**src/rtl/vxi_pkg.sv**
```systemverilog
package vxi_pkg;
  localparam int NARROW_WORDS = 2;
  localparam int WIDE_WORDS   = 4;

  typedef enum logic [2:0] {
    S_IDLE,
    S_RD_REQ,
    S_RD_WAIT,
    S_EVAL,
    S_WR_REQ,
    S_DONE
  } vxi_state_t;
endpackage

```
**src/rtl/vxi_lane_gather.sv**
```systemverilog
module vxi_lane_gather #(
  parameter int WORD_W = 16,
  parameter int LANES  = 4,
  parameter int SEL_W  = 2
) (
  input  logic                    clk,
  input  logic                    rst_n,
  input  logic                    load,
  input  logic [SEL_W-1:0]        lane,
  input  logic                    wide,
  input  logic [WORD_W-1:0]       word_in,
  output logic [LANES*WORD_W-1:0] value
);
  localparam int ELEM_W = LANES * WORD_W;
  localparam int HALF_W = ELEM_W / 2;

  logic [WORD_W-1:0] lane_q [LANES];
  logic [ELEM_W-1:0] full;
  logic [HALF_W-1:0] half;

  always_ff @(posedge clk) begin
    if (!rst_n) begin
      for (int j = 0; j < LANES; j++) lane_q[j] <= '0;
    end else if (load) begin
      for (int j = 0; j < LANES; j++)
        if (lane == SEL_W'(j)) lane_q[j] <= word_in;
    end
  end

  // Lane 0 holds the word fetched from the lowest address: most significant.
  for (genvar j = 0; j < LANES; j++) begin : g_pack
    assign full[ELEM_W-1-j*WORD_W -: WORD_W] = lane_q[j];
  end

  assign half  = full[ELEM_W-1 -: HALF_W];
  assign value = wide ? full : {{HALF_W{half[HALF_W-1]}}, half};
endmodule

```
**src/rtl/vxi_abs_sat.sv**
```systemverilog
module vxi_abs_sat #(
  parameter int ELEM_W = 64
) (
  input  logic [ELEM_W-1:0] value_in,
  input  logic              enable,
  input  logic              wide,
  output logic [ELEM_W-1:0] value_out
);
  localparam int HALF_W = ELEM_W / 2;
  localparam logic [ELEM_W-1:0] FULL_MIN = {1'b1, {(ELEM_W-1){1'b0}}};
  localparam logic [ELEM_W-1:0] FULL_MAX = {1'b0, {(ELEM_W-1){1'b1}}};
  localparam logic [ELEM_W-1:0] HALF_MIN = {{(ELEM_W-HALF_W+1){1'b1}}, {(HALF_W-1){1'b0}}};
  localparam logic [ELEM_W-1:0] HALF_MAX = {{(ELEM_W-HALF_W+1){1'b0}}, {(HALF_W-1){1'b1}}};

  logic negative;
  assign negative = value_in[ELEM_W-1];

  always_comb begin
    if (!enable || !negative)             value_out = value_in;
    else if (wide && value_in == FULL_MIN)  value_out = FULL_MAX;
    else if (!wide && value_in == HALF_MIN) value_out = HALF_MAX;
    else                                    value_out = -value_in;
  end
endmodule

```
**src/rtl/vxi_pick.sv**
```systemverilog
module vxi_pick #(
  parameter int ELEM_W = 64
) (
  input  logic [ELEM_W-1:0] best,
  input  logic [ELEM_W-1:0] cand,
  input  logic              want_max,
  output logic              take
);
  // One extra bit keeps best - cand exact for any pair of signed inputs.
  logic [ELEM_W:0] diff;
  logic            below;

  assign diff  = {best[ELEM_W-1], best} - {cand[ELEM_W-1], cand};
  assign below = diff[ELEM_W];
  assign take  = want_max ? below : !below;
endmodule

```
**src/rtl/vxi_extremum_index.sv**
```systemverilog
module vxi_extremum_index
  import vxi_pkg::*;
#(
  parameter int WORD_W = 16,
  parameter int ADDR_W = 16
) (
  input  logic              clk,
  input  logic              rst_n,
  input  logic              start,
  input  logic              find_max,
  input  logic              use_abs,
  input  logic              wide,
  input  logic [ADDR_W-1:0] base_addr,
  input  logic [WORD_W-1:0] stride,
  input  logic [WORD_W-1:0] count,
  input  logic [ADDR_W-1:0] result_addr,
  output logic              busy,
  output logic              done,
  output logic              req_valid,
  input  logic              req_ready,
  output logic              req_write,
  output logic [ADDR_W-1:0] req_addr,
  output logic [WORD_W-1:0] req_wdata,
  input  logic              rsp_valid,
  input  logic [WORD_W-1:0] rsp_data
);
  localparam int ELEM_W    = WORD_W * WIDE_WORDS;
  localparam int SEL_W     = $clog2(WIDE_WORDS);
  localparam int NARROW_SH = $clog2(NARROW_WORDS);
  localparam int WIDE_SH   = $clog2(WIDE_WORDS);

  vxi_state_t state_q;

  logic              max_q, abs_q, wide_q;
  logic [ADDR_W-1:0] ptr_q, step_q, res_addr_q;
  logic [WORD_W-1:0] count_q, elem_q, best_idx_q;
  logic [SEL_W-1:0]  word_q;
  logic [ELEM_W-1:0] best_q;

  logic [ADDR_W-1:0] stride_ext, step_d;
  logic [SEL_W-1:0]  last_word;
  logic              count_pos, last_elem, rsp_take;
  logic [ELEM_W-1:0] raw_value, cand;
  logic              take;

  assign stride_ext = ADDR_W'($signed(stride));
  assign step_d     = wide ? (stride_ext << WIDE_SH) : (stride_ext << NARROW_SH);
  assign last_word  = wide_q ? SEL_W'(WIDE_WORDS - 1) : SEL_W'(NARROW_WORDS - 1);
  assign count_pos  = $signed(count) > 0;
  assign last_elem  = (elem_q == count_q - WORD_W'(1));
  assign rsp_take   = (state_q == S_RD_WAIT) && rsp_valid;

  vxi_lane_gather #(
    .WORD_W (WORD_W),
    .LANES  (WIDE_WORDS),
    .SEL_W  (SEL_W)
  ) u_gather (
    .clk     (clk),
    .rst_n   (rst_n),
    .load    (rsp_take),
    .lane    (word_q),
    .wide    (wide_q),
    .word_in (rsp_data),
    .value   (raw_value)
  );

  vxi_abs_sat #(.ELEM_W(ELEM_W)) u_abs (
    .value_in  (raw_value),
    .enable    (abs_q),
    .wide      (wide_q),
    .value_out (cand)
  );

  vxi_pick #(.ELEM_W(ELEM_W)) u_pick (
    .best     (best_q),
    .cand     (cand),
    .want_max (max_q),
    .take     (take)
  );

  always_ff @(posedge clk) begin
    if (!rst_n) begin
      state_q    <= S_IDLE;
      max_q      <= 1'b0;
      abs_q      <= 1'b0;
      wide_q     <= 1'b0;
      ptr_q      <= '0;
      step_q     <= '0;
      res_addr_q <= '0;
      count_q    <= '0;
      elem_q     <= '0;
      word_q     <= '0;
      best_q     <= '0;
      best_idx_q <= '0;
    end else begin
      unique case (state_q)
        S_IDLE: begin
          if (start) begin
            max_q      <= find_max;
            abs_q      <= use_abs;
            wide_q     <= wide;
            ptr_q      <= base_addr;
            step_q     <= step_d;
            res_addr_q <= result_addr;
            count_q    <= count;
            elem_q     <= '0;
            word_q     <= '0;
            best_idx_q <= '0;
            state_q    <= count_pos ? S_RD_REQ : S_DONE;
          end
        end
        S_RD_REQ: begin
          if (req_ready) state_q <= S_RD_WAIT;
        end
        S_RD_WAIT: begin
          if (rsp_valid) begin
            if (word_q == last_word) begin
              state_q <= S_EVAL;
            end else begin
              word_q  <= word_q + SEL_W'(1);
              state_q <= S_RD_REQ;
            end
          end
        end
        S_EVAL: begin
          // Element 0 seeds the running best; comparing it with itself
          // afterwards would leave the index at 0 in either direction.
          if (elem_q == '0 || take) begin
            best_q     <= cand;
            best_idx_q <= elem_q;
          end
          if (last_elem) begin
            state_q <= S_WR_REQ;
          end else begin
            elem_q  <= elem_q + WORD_W'(1);
            ptr_q   <= ptr_q + step_q;
            word_q  <= '0;
            state_q <= S_RD_REQ;
          end
        end
        S_WR_REQ: begin
          if (req_ready) state_q <= S_DONE;
        end
        S_DONE: state_q <= S_IDLE;
        default: state_q <= S_IDLE;
      endcase
    end
  end

  assign busy      = (state_q != S_IDLE);
  assign done      = (state_q == S_DONE);
  assign req_valid = (state_q == S_RD_REQ) || (state_q == S_WR_REQ);
  assign req_write = (state_q == S_WR_REQ);
  assign req_addr  = (state_q == S_WR_REQ) ? res_addr_q : ptr_q + ADDR_W'(word_q);
  assign req_wdata = best_idx_q + WORD_W'(1);
endmodule

```
**config.mk**
```make
export PLATFORM = sky130hd
export DESIGN_NAME = vxi_extremum_index
export DESIGN_NICKNAME = d
export VERILOG_FILES = /design/src/rtl/vxi_pkg.sv /design/src/rtl/vxi_lane_gather.sv /design/src/rtl/vxi_abs_sat.sv /design/src/rtl/vxi_pick.sv /design/src/rtl/vxi_extremum_index.sv
export SDC_FILE = /design/constraint.sdc
export NUM_CORES = 1
export LEC_CHECK = 0
export ABC_AREA = 1
export BUFFER_PORTS_ARGS = -buffer_cell sky130_fd_sc_hd__buf_2
export CAP_MARGIN = 20
export CORE_ASPECT_RATIO = 0.6
export CORE_MARGIN = 3
export CORE_UTILIZATION = 40
export DETAILED_ROUTE_END_ITERATION = 10
export GPL_TIMING_DRIVEN = 0
export SLEW_MARGIN = 20
export SYNTH_ARGS = -nofsm -noshare
export SYNTH_HDL_FRONTEND = slang
export SYNTH_SLANG_ARGS = --single-unit
```
**constraint.sdc**
```tcl
create_clock -name clk -period 15.6 [get_ports clk]
set_input_delay 0 -clock clk [delete_from_list [all_inputs] [get_ports clk]]
set_output_delay 0 -clock clk [all_outputs]
set_load 0.02 [all_outputs]
```
## Word level (Yosys, flattened, before mapping)

Memories as Yosys holds them, arrays and structs flattened.
Index checks and enable logic that the tools add are counted.

| cells by class | value |
|---|---|
| reductions and logical operators | 22 |
| bitwise gates (word level) | 4 |
| eq/ne operators | 19 |
| multiply operators | 0 |
| shift operators | 0 |
| $add $sub $neg | 8 |
| divide/modulo/power cells | 0 |
| muxes and demuxes | 50 |
| $lt $le $gt $ge | 1 |

Operators with widths:

| cell | number |
|---|---|
| two-way mux 64 bit | 3 |
| two-way mux 16 bit | 11 |
| equality test 64 bit, second input constant | 2 |
| one-hot mux 16 bit (2 select lines) | 3 |
| subtractor 64 x 64 -> 65 bit | 1 |
| negation 64 bit | 1 |
| two-way mux 63 bit | 1 |
| adder 16 x 1 -> 16 bit, second input constant | 2 |
| two-way mux 1 bit | 18 |
| two-way mux 3 bit | 6 |
| adder 16 bit | 1 |
| adder 16 x 2 -> 16 bit | 1 |
| equality test 16 bit | 1 |
| greater-than comparator 16 x 1 -> 1 bit, second input constant | 1 |
| logical NOT 16 bit | 1 |
| subtractor 16 x 1 -> 16 bit, second input constant | 1 |
| one-hot mux 3 bit (5 select lines) | 1 |
| inequality test 2 bit, second input constant | 7 |
| two-way mux 2 bit | 6 |
| equality test 3 x 2 -> 1 bit, second input constant | 2 |
| equality test 3 bit, second input constant | 2 |
| one-hot mux 2 bit (3 select lines) | 1 |
| AND reduction 3 bit | 2 |
| nonzero test 3 bit | 2 |
| 15 further kinds | 27 |

| storage, ports and cells | value |
|---|---|
| word-level logic and storage cells | 117 |
| output and inout port bits | 36 |
| ROM bits | 0 |
| memories | 1 |
| latch bits | 0 |
| register bits | 168 |
| input bits | 88 |
| RAM bits | 64 |

Memories:

| memory | depth | width | read ports | clocked after memory_dff | wr ports | line | text |
|---|---|---|---|---|---|---|---|
| u_gather.lane_q | 4 | 16 | 4 | 0 | 4 | vxi_lane_gather.sv:17 | `logic [WORD_W-1:0] lane_q [LANES];` |

## Logic depth before layout (Yosys ltp)

Gate-level depths: netlist of the first run.
An unclocked memory read counts as a cell.

| logic depth | value |
|---|---|
| word-level depth | 13 |
| depth in mapped cells | 40 |
| mapped depth without buffers | 38 |

## Modules after synthesis

Synthesis of the first run repeated with hierarchy kept, for this count alone.

| unflattened totals | value |
|---|---|
| cells, all modules | 2613 |
| area, all modules | 16900.0 µm² |

Modules (own cells, without submodules):

| module | area each (µm²) | instances | seq. area each (µm²) | cells an instance |
|---|---|---|---|---|
| vxi_extremum_index | 8997.4 | 1 | 3343.2 | 1355 |
| vxi_abs_sat | 3216.8 | 1 | 0.0 | 683 |
| vxi_lane_gather | 3024.2 | 1 | 1921.8 | 307 |
| vxi_pick | 1661.6 | 1 | 0.0 | 268 |

## Least setup slack after synthesis of the first run

No wires, ideal clock.

| timing path | value |
|---|---|
| path kind | flip-flop to flip-flop |
| start | register wide_q |
| end | register best_q[62] |
| slack | 10.719 ns |
| library setup time | 0.113 ns |
| buffers on the path | 5 |
| cell stages (with the launch flop) | 34 |
| required time | 15.487 ns |
| arrival time | 4.768 ns |
| period minus slack after synthesis | 4.881 ns |
| cells stage by stage | dfxtp_1 buf_6 buf_6 buf_6 mux2i_2 ha_1 nand3_1 nor2_2 nand3_1 nor2_1 nand4_1 nor3_1 nand4_1 nor3_1 nand2_1 nor2_1 nand4_1 xnor2_1 nand2_1 o21ai_0 ha_1 nand4_1 nor3_1 nand3_1 nor4_1 nand2_1 nand3_1 nand2_1 a21oi_2 buf_6 buf_6 nand2_1 nand2_1 nor2_1 |

| on the way | value |
|---|---|
| longest elaborated chain between the ends | 11 |
| elaborated cells between the ends (all ways) | 15 |
| classes of those cells | add/sub (2); eq/ne (2); mux (5); reduce/logical (6) |

RTL lines:

| element | line | text |
|---|---|---|
| from (decl) | vxi_extremum_index.sv:34 | `logic max_q, abs_q, wide_q;` |
| from (signal assigned) | vxi_extremum_index.sv:101 | `wide_q <= wide;` |
| branches (longest 5 deep; another with negation 64 bit) | n/a |  |
| two-way mux 64 bit * | vxi_abs_sat.sv:19 | `if (!enable \|\| !negative) value_out = value_in;` |
| subtractor 64 x 64 -> 65 bit | vxi_pick.sv:13 | `assign diff = {best[ELEM_W-1], best} - {cand[ELEM_W-1], cand};` |
| logical NOT 1 bit | vxi_pick.sv:15 | `assign take = want_max ? below : !below;` |
| two-way mux 1 bit | vxi_pick.sv:15 |  |
| logical OR 1 bit | vxi_extremum_index.sv:128 | `if (elem_q == '0 \|\| take) begin` |
| AND reduction 2 bit (no source line) | n/a |  |
| to (signal assigned) | vxi_extremum_index.sv:129 | `best_q <= cand;` |
| to (decl) | vxi_extremum_index.sv:38 | `logic [ELEM_W-1:0] best_q;` |

Every way passes the cells marked *.
A chain may end at the register's enable or synchronous reset.

## Worst setup path after layout of the first run

| timing path | value |
|---|---|
| start | register wide_q |
| end | register best_idx_q[9] |

| on the way | value |
|---|---|
| longest elaborated chain between the ends | 12 |
| elaborated cells between the ends (all ways) | 16 |
| classes of those cells | add/sub (2); eq/ne (3); mux (5); reduce/logical (6) |

RTL lines:

| element | line | text |
|---|---|---|
| branches (longest 5 deep; another with negation 64 bit) | n/a |  |
| two-way mux 64 bit * | vxi_abs_sat.sv:19 |  |
| subtractor 64 x 64 -> 65 bit * | vxi_pick.sv:13 |  |
| logical NOT 1 bit | vxi_pick.sv:15 |  |
| two-way mux 1 bit * | vxi_pick.sv:15 |  |
| logical OR 1 bit * | vxi_extremum_index.sv:128 |  |
| inequality test 2 bit (no source line) * | n/a |  |
| AND reduction 3 bit (no source line) * | n/a |  |
| to (signal assigned) | vxi_extremum_index.sv:130 | `best_idx_q <= elem_q;` |
| to (decl) | vxi_extremum_index.sv:36 | `logic [WORD_W-1:0] count_q, elem_q, best_idx_q;` |

Marked as above.

==> run summary, run 1 <==
Slew Viols, Final: 0
Pwr dens: 144 mW/mm^2
P_int: 1.51 mW
Clock Skew: 31.6 ps
Worst hold stages: 3
Max stage delay on crit path: 520 ps
Largest net degree at the start of global routing: 17
Gr ovfl total: 0
Detailed placement HPWL: 42200 microns
Vias: 15700
R2R cell count: 33
Sw frac: 43.0%
Status: finished clean
CTS Buf Count: 26
IO Pins: 124
Post-CTS Hold Buffers: 94
Clk network pwr share: 25.1%
Seq pwr share: 30.4%
Worst Tran Pin Value: 900 ps
Die Area: 0.0406 sq mm
VDD IR max: 0.0000716 V
Post-synth EDFFs: 64
Final GP Congestion: 0.986
Total track usage: 25.9%
Commonest non-fill, non-tap cell in the layout: nand2_1
Detail Route Antenna Nets: 0
Core ar.: 0.0370 sq mm
Simple-gate share of the synthesized area: 31.1%
Yosys cell types: 57
# nets final: 2638
Ant diodes: 0
Synth-to-layout area growth: 20.3%
Top cell by count, worst path: nand2_1
Initial antenna violation count: 0
Post-synthesis cell area: 0.0153 sq mm
Final Cycle Share: 49.4%
Synth Area in Adders: 7.48%
Fin Setup TNS: 0 ps
DR iter-0 viols: 1620
Yosys warning total: 0
Layout cells sized above 1: 9.44%
Reported max-cap violation count: 0
Endpoints failing setup: 0
Mean area per synthesized cell: 6.88 sq um
Worst slew margin: 39.5%
Mapped Cells: 2217
Main synth FF type: dfxtp_1
Most frequent cells in the layout: 528 x nand2_1, 382 x nor2_1, 206 x inv_1
Fin crit period: 7710 ps
Worst-path fanout max: 10
Post-CTS setup buffer count: 0
Worst EP required: 16060 ps
Startpoint Class: flop
Critical path depth in cells: 33
Clock slew at reported path FFs: 60 ps
WL/cell: 17.9 microns
Sequential fraction of the synthesis area: 34.5%
Critical Path Sink Type: flop
WP buf/inv: 4
Clock sink count: 231
DRC: 0
Flop and latch count out of synthesis: 231
Final Hold Viols: 0
Mux cell area share after synthesis: 0.180%
Die height: 157 microns
Largest family of logic cells by synthesized area: simple AND/OR/NAND/NOR gates
Data arrival, critical path: 8170 ps
Crit-path slowest cell: mux2i_2
CTS tree: built
Vias in the first global route: 14200
Crit Path Category: flop to flop
Comb power frac: 44.5%
RSZ-0062 raised after global routing: no
Compound-Gate Fraction of Synth Area: 12.5%
Vias per cell: 5.28
Synthesized net count: 2395
Clock Root Buffer: clkbuf_16
Post-synth ARST share: 0%
Wire length of the first global-routing pass: 82000 microns
Power Total: 2.65 mW
Worst hold path type: input port to flop
Post-Synth XOR/XNOR Area: 5.57%
Clk_lat worst skew: 570 ps
Leak Pwr: 8.31 nW
H-tree depth: 1
Buffers on Ports: 121
Die Width: 258 microns
Initial Utilization: 41.3%
Switching power: 1.14 mW
Fmax: 0.130 GHz
Clk buf depth: 3
# rows: 54
CTS resizes: 0
Final wirelength: 53300 microns
First-pass DRT Iterations: 6
CP delay by family, top: simple AND/OR/NAND/NOR gates
## per-layer routing
metal | GRT usage, % | wire, microns | vias up
met5 | 0 | 0 | -
met4 | 4.26 | 773 | 0
met3 | 5.47 | 5540 | 53
met2 | 34.8 | 19800 | 611
met1 | 41.9 | 27200 | 7348
li1 | - | - | 7733
## registers in the layout, indices dropped and copies added, names as in the netlist
signal and count:
res_addr_q 16, state_q 3, count_q 16, best_q 64, abs_q 1, best_idx_q 16, step_q 15, u_gather.lane_q 64
elem_q 16, ptr_q 16, max_q 1, word_q 2, wide_q 1
## power groups by stage
stage                     clock network [mW]  registers [mW]  logic [mW]
final                                  0.664           0.805        1.18
after global routing                   0.698           0.815        1.32
after CTS                              0.673           0.802        1.16
after global placement                     0           0.811        1.11
after floorplan                            0           0.780       0.813
after detailed placement                   0           0.815        1.13
## final timing paths
kind                                    from                          to  slack, ps
hold / removal                         rst_n      elem_q[8]$_SDFFE_PN0P_        140
setup / recovery         wide_q$_SDFFE_PN0P_  best_idx_q[9]$_SDFFE_PN0P_       7890
hold reg to reg   res_addr_q[9]$_SDFFE_PN0P_  res_addr_q[9]$_SDFFE_PN0P_        460
setup reg to reg         wide_q$_SDFFE_PN0P_  best_idx_q[9]$_SDFFE_PN0P_       7890
## synthesized netlist by cell type, types with 8 or more instances
library cell,count,share of area [%]
ha_1,88,7.2
o21ai_1,20,0.66
nand3_1,79,2.6
buf_2,9,0.30
buf_6,18,1.3
nor4_1,17,0.70
nor2_1,382,9.4
nand2_1,528,13
edfxtp_1,64,13
xor2_1,69,4.0
clkbuf_1,56,1.4
inv_1,206,5.1
nand4_1,25,1.0
xnor2_1,28,1.6
a21oi_1,125,4.1
a211oi_1,9,0.44
nand3b_1,8,0.39
a31oi_1,19,0.78
buf_1,8,0.20
nor3_1,59,1.9
dfxtp_1,167,22
o21ai_0,147,4.8
## per-stage QoR
| stage | std cells | area (sq um) | util, % | setup slack (ps) | hold slack, ps |
|---|---|---|---|---|---|
| 2_1_floorplan | 2217 | 15300 | - | 10720 | 106 |
| 3_3_place_gp | 2842 | 16500 | 44.6 | 8240 | 243 |
| 3_5_place_dp | 2842 | 16500 | 44.6 | 8190 | 252 |
| 4_1_cts | 2984 | 18300 | 49.6 | 8100 | 90.8 |
| 5_1_grt | 2984 | 18300 | 49.6 | 7350 | 169 |
| 6_report | 2984 | 18300 | 49.6 | 7890 | 141 |
## tightest hold or removal path, cell delays in order
cell      delay (ps)
clkbuf_1         240
nand2_1          300
a221oi_1          80
## cell families after synthesis
group	after synthesis
AOI/OAI and AO/OA	354
xor gates and xnor gates	97
adders and majority gates	90
buffers and inverters	308
DFF	231
muxes	2
and+or+nand+nor	1135
## final cells by class
cell class | count | area [sq um]
sequential | 231 | 5270
inverter | 213 | 802
fill | 3754 | 18600
multi-input combinational | 1678 | 8670
clock inverter | 12 | 175
timing repair buffer | 215 | 1550
buffer | 95 | 518
clock buffer | 36 | 739
tap | 504 | 631
No activity file was read; power rests on OpenSTA's default activity.
==> run 2, diff against run 1 <==
==> constraint.sdc (replaced) <==
create_clock -name clk -period 7.69 [get_ports clk]
set_input_delay 0 -clock clk [delete_from_list [all_inputs] [get_ports clk]]
set_output_delay 0 -clock clk [all_outputs]
set_load 0.02 [all_outputs]
==> run 2 against run 1 <==
  * Hold slack got worse by 3.0 ps
  * Combinational power increased by 100%
  * Routed wire length increased by 0.11%
  * Maximum frequency increased by 9.7%
  * Clock-buffer cell count unchanged
  * Die area unchanged
  * First-iteration DRC count decreased by 4.5%
  * Cell area increased by 0.10%
  * Core utilization increased by 0.051 points
==> run summary, run 2 (synthesized netlist as in run 1, its figures left out) <==
Global Route met1 Usage: 41.9%
Post-Layout Inst Area: 0.0184 sq mm
Final wirelength: 53300 microns
First-pass DRT Iterations: 6
Clock Root Buffer: clkbuf_16
Top cell by count, worst path: nand2_1
Min setup slack post-route: 659 ps
VDD IR max: 0.000146 V
Power Total: 5.38 mW
Crit Path Category: flop to flop
Detailed placement HPWL: 42200 microns
CP Launch Point: wide_q$_SDFFE_PN0P_
Slew Viols, Final: 0
Clock sink count: 231
Initial Utilization: 41.3%
Clk buf depth: 3
WL/cell: 17.9 microns
Worst EP required: 8150 ps
Vias per cell: 5.27
Critical Path Sink Type: flop
Startpoint Class: flop
Clk_lat worst skew: 570 ps
CTS Buf Count: 26
Pwr dens: 293 mW/mm^2
Final GP Congestion: 0.986
Wire length of the first global-routing pass: 82000 microns
Max stage delay on crit path: 510 ps
Largest net degree at the start of global routing: 17
Crit-path slowest cell: mux2i_2
IO Pins: 124
Most used routing layer: met1
CTS tree: built
Crit path capture: best_idx_q[9]$_SDFFE_PN0P_
Hold slack: 138 ps
Reg2reg start: wide_q$_SDFFE_PN0P_
Final core utilization: 49.7%
Worst hold stages: 3
Data arrival, critical path: 7490 ps
Final Cycle Share: 91.4%
Layout cells sized above 1: 9.60%
Worst Tran Pin Value: 957 ps
H-tree depth: 1
Initial antenna violation count: 0
Ant diodes: 0
Leak Pwr: 8.32 nW
Placed Cells: 2842
Register-to-register setup slack: 660 ps
Fin crit period: 7030 ps
Largest registers: best_q: 64 flops, u_gather.lane_q: 64 flops
DRC: 0
# nets final: 2638
Fill cell count: 3749
Clock slew at reported path FFs: 60 ps
Synth-to-layout area growth: 20.4%
RR Endpoint: best_idx_q[9]$_SDFFE_PN0P_
Die Width: 258 microns
Worst slew margin: 35.7%
Met3 GRT Util: 5.47%
Die height: 157 microns
Reported max-cap violation count: 0
Final Hold Viols: 0
Endpoints failing setup: 0
Worst hold path type: input port to flop
Most frequent cells in the layout: 528 x nand2_1, 381 x nor2_1, 206 x inv_1
Gr ovfl total: 0
DR iter-0 viols: 1547
Core ar.: 0.0370 sq mm
Clock Skew: 29.0 ps
Total track usage: 25.9%
Met2 Use GR: 34.8%
RSZ-0062 raised after global routing: no
Worst-path fanout max: 10
Fin Setup TNS: 0 ps
Fmax: 0.142 GHz
Detail Route Antenna Nets: 0
Post-CTS setup buffer count: 0
Status: finished clean
Buffers on Ports: 121
Placed Area: 0.0165 sq mm
R2R cell count: 33
Vias in the first global route: 14200
Vias: 15700
Pre-CTS WS: 285 ps
Commonest non-fill, non-tap cell in the layout: nand2_1
Layout Cells excl Fill: 2984
# rows: 54
Die Area: 0.0406 sq mm
run 2: layout make-up:
cell class / count / area, sq um / share of cell area, %
clock inverters: 12 / 175 / 0.954
well taps: 504 / 631 / 3.43
flip-flops and latches: 231 / 5270 / 28.7
multi-input cells: 1678 / 8690 / 47.3
inverters: 213 / 802 / 4.37
plain buffers: 95 / 518 / 2.82
repair buffers: 215 / 1550 / 8.42
clock buffers: 36 / 739 / 4.03
run 2: per-layer routing:
layer,vias up,part of all wire (%)
met5,-,0
met4,0,1.6
met3,59,9.5
met2,577,37
met1,7342,52
li1,7738,-
run 2: worst min path at each step:
stage                              endpoint  startpoint  slack (ps)
floorplan            step_q[1]$_SDFFE_PN0P_        wide         110
global placement    count_q[4]$_SDFFE_PN0P_    count[4]         240
detailed placement  count_q[4]$_SDFFE_PN0P_    count[4]         250
CTS                  elem_q[8]$_SDFFE_PN0P_       rst_n          90
global route         elem_q[8]$_SDFFE_PN0P_       rst_n         170
finish               elem_q[8]$_SDFFE_PN0P_       rst_n         140
run 2: report_power, final:
part	leakage (nW)	internal, mW	switching [mW]
logic	5.84	0.804	1.59
clock network	0.453	0.808	0.543
registers	2.03	1.45	0.180
total	8.32	3.07	2.32
run 2: what timing repair did:
action                                  CTS  global route
hold buffers                             94             0
endpoints found under the hold margin   133             0
endpoints found under the setup margin    0            80
gates resized for setup                   0             4
run 2: worst max-delay path, delay by kind of cell (launching register included):
kind | cells | cell delay [ps]
AND/OR/NAND/NOR | 23 | 4180
multiplexers | 1 | 510
AO/OA/AOI/OAI | 2 | 240
XOR/XNOR | 1 | 160
buffers and inverters | 4 | 840
adder cells (fa/ha/maj) | 2 | 640
flip-flops | 1 | 330
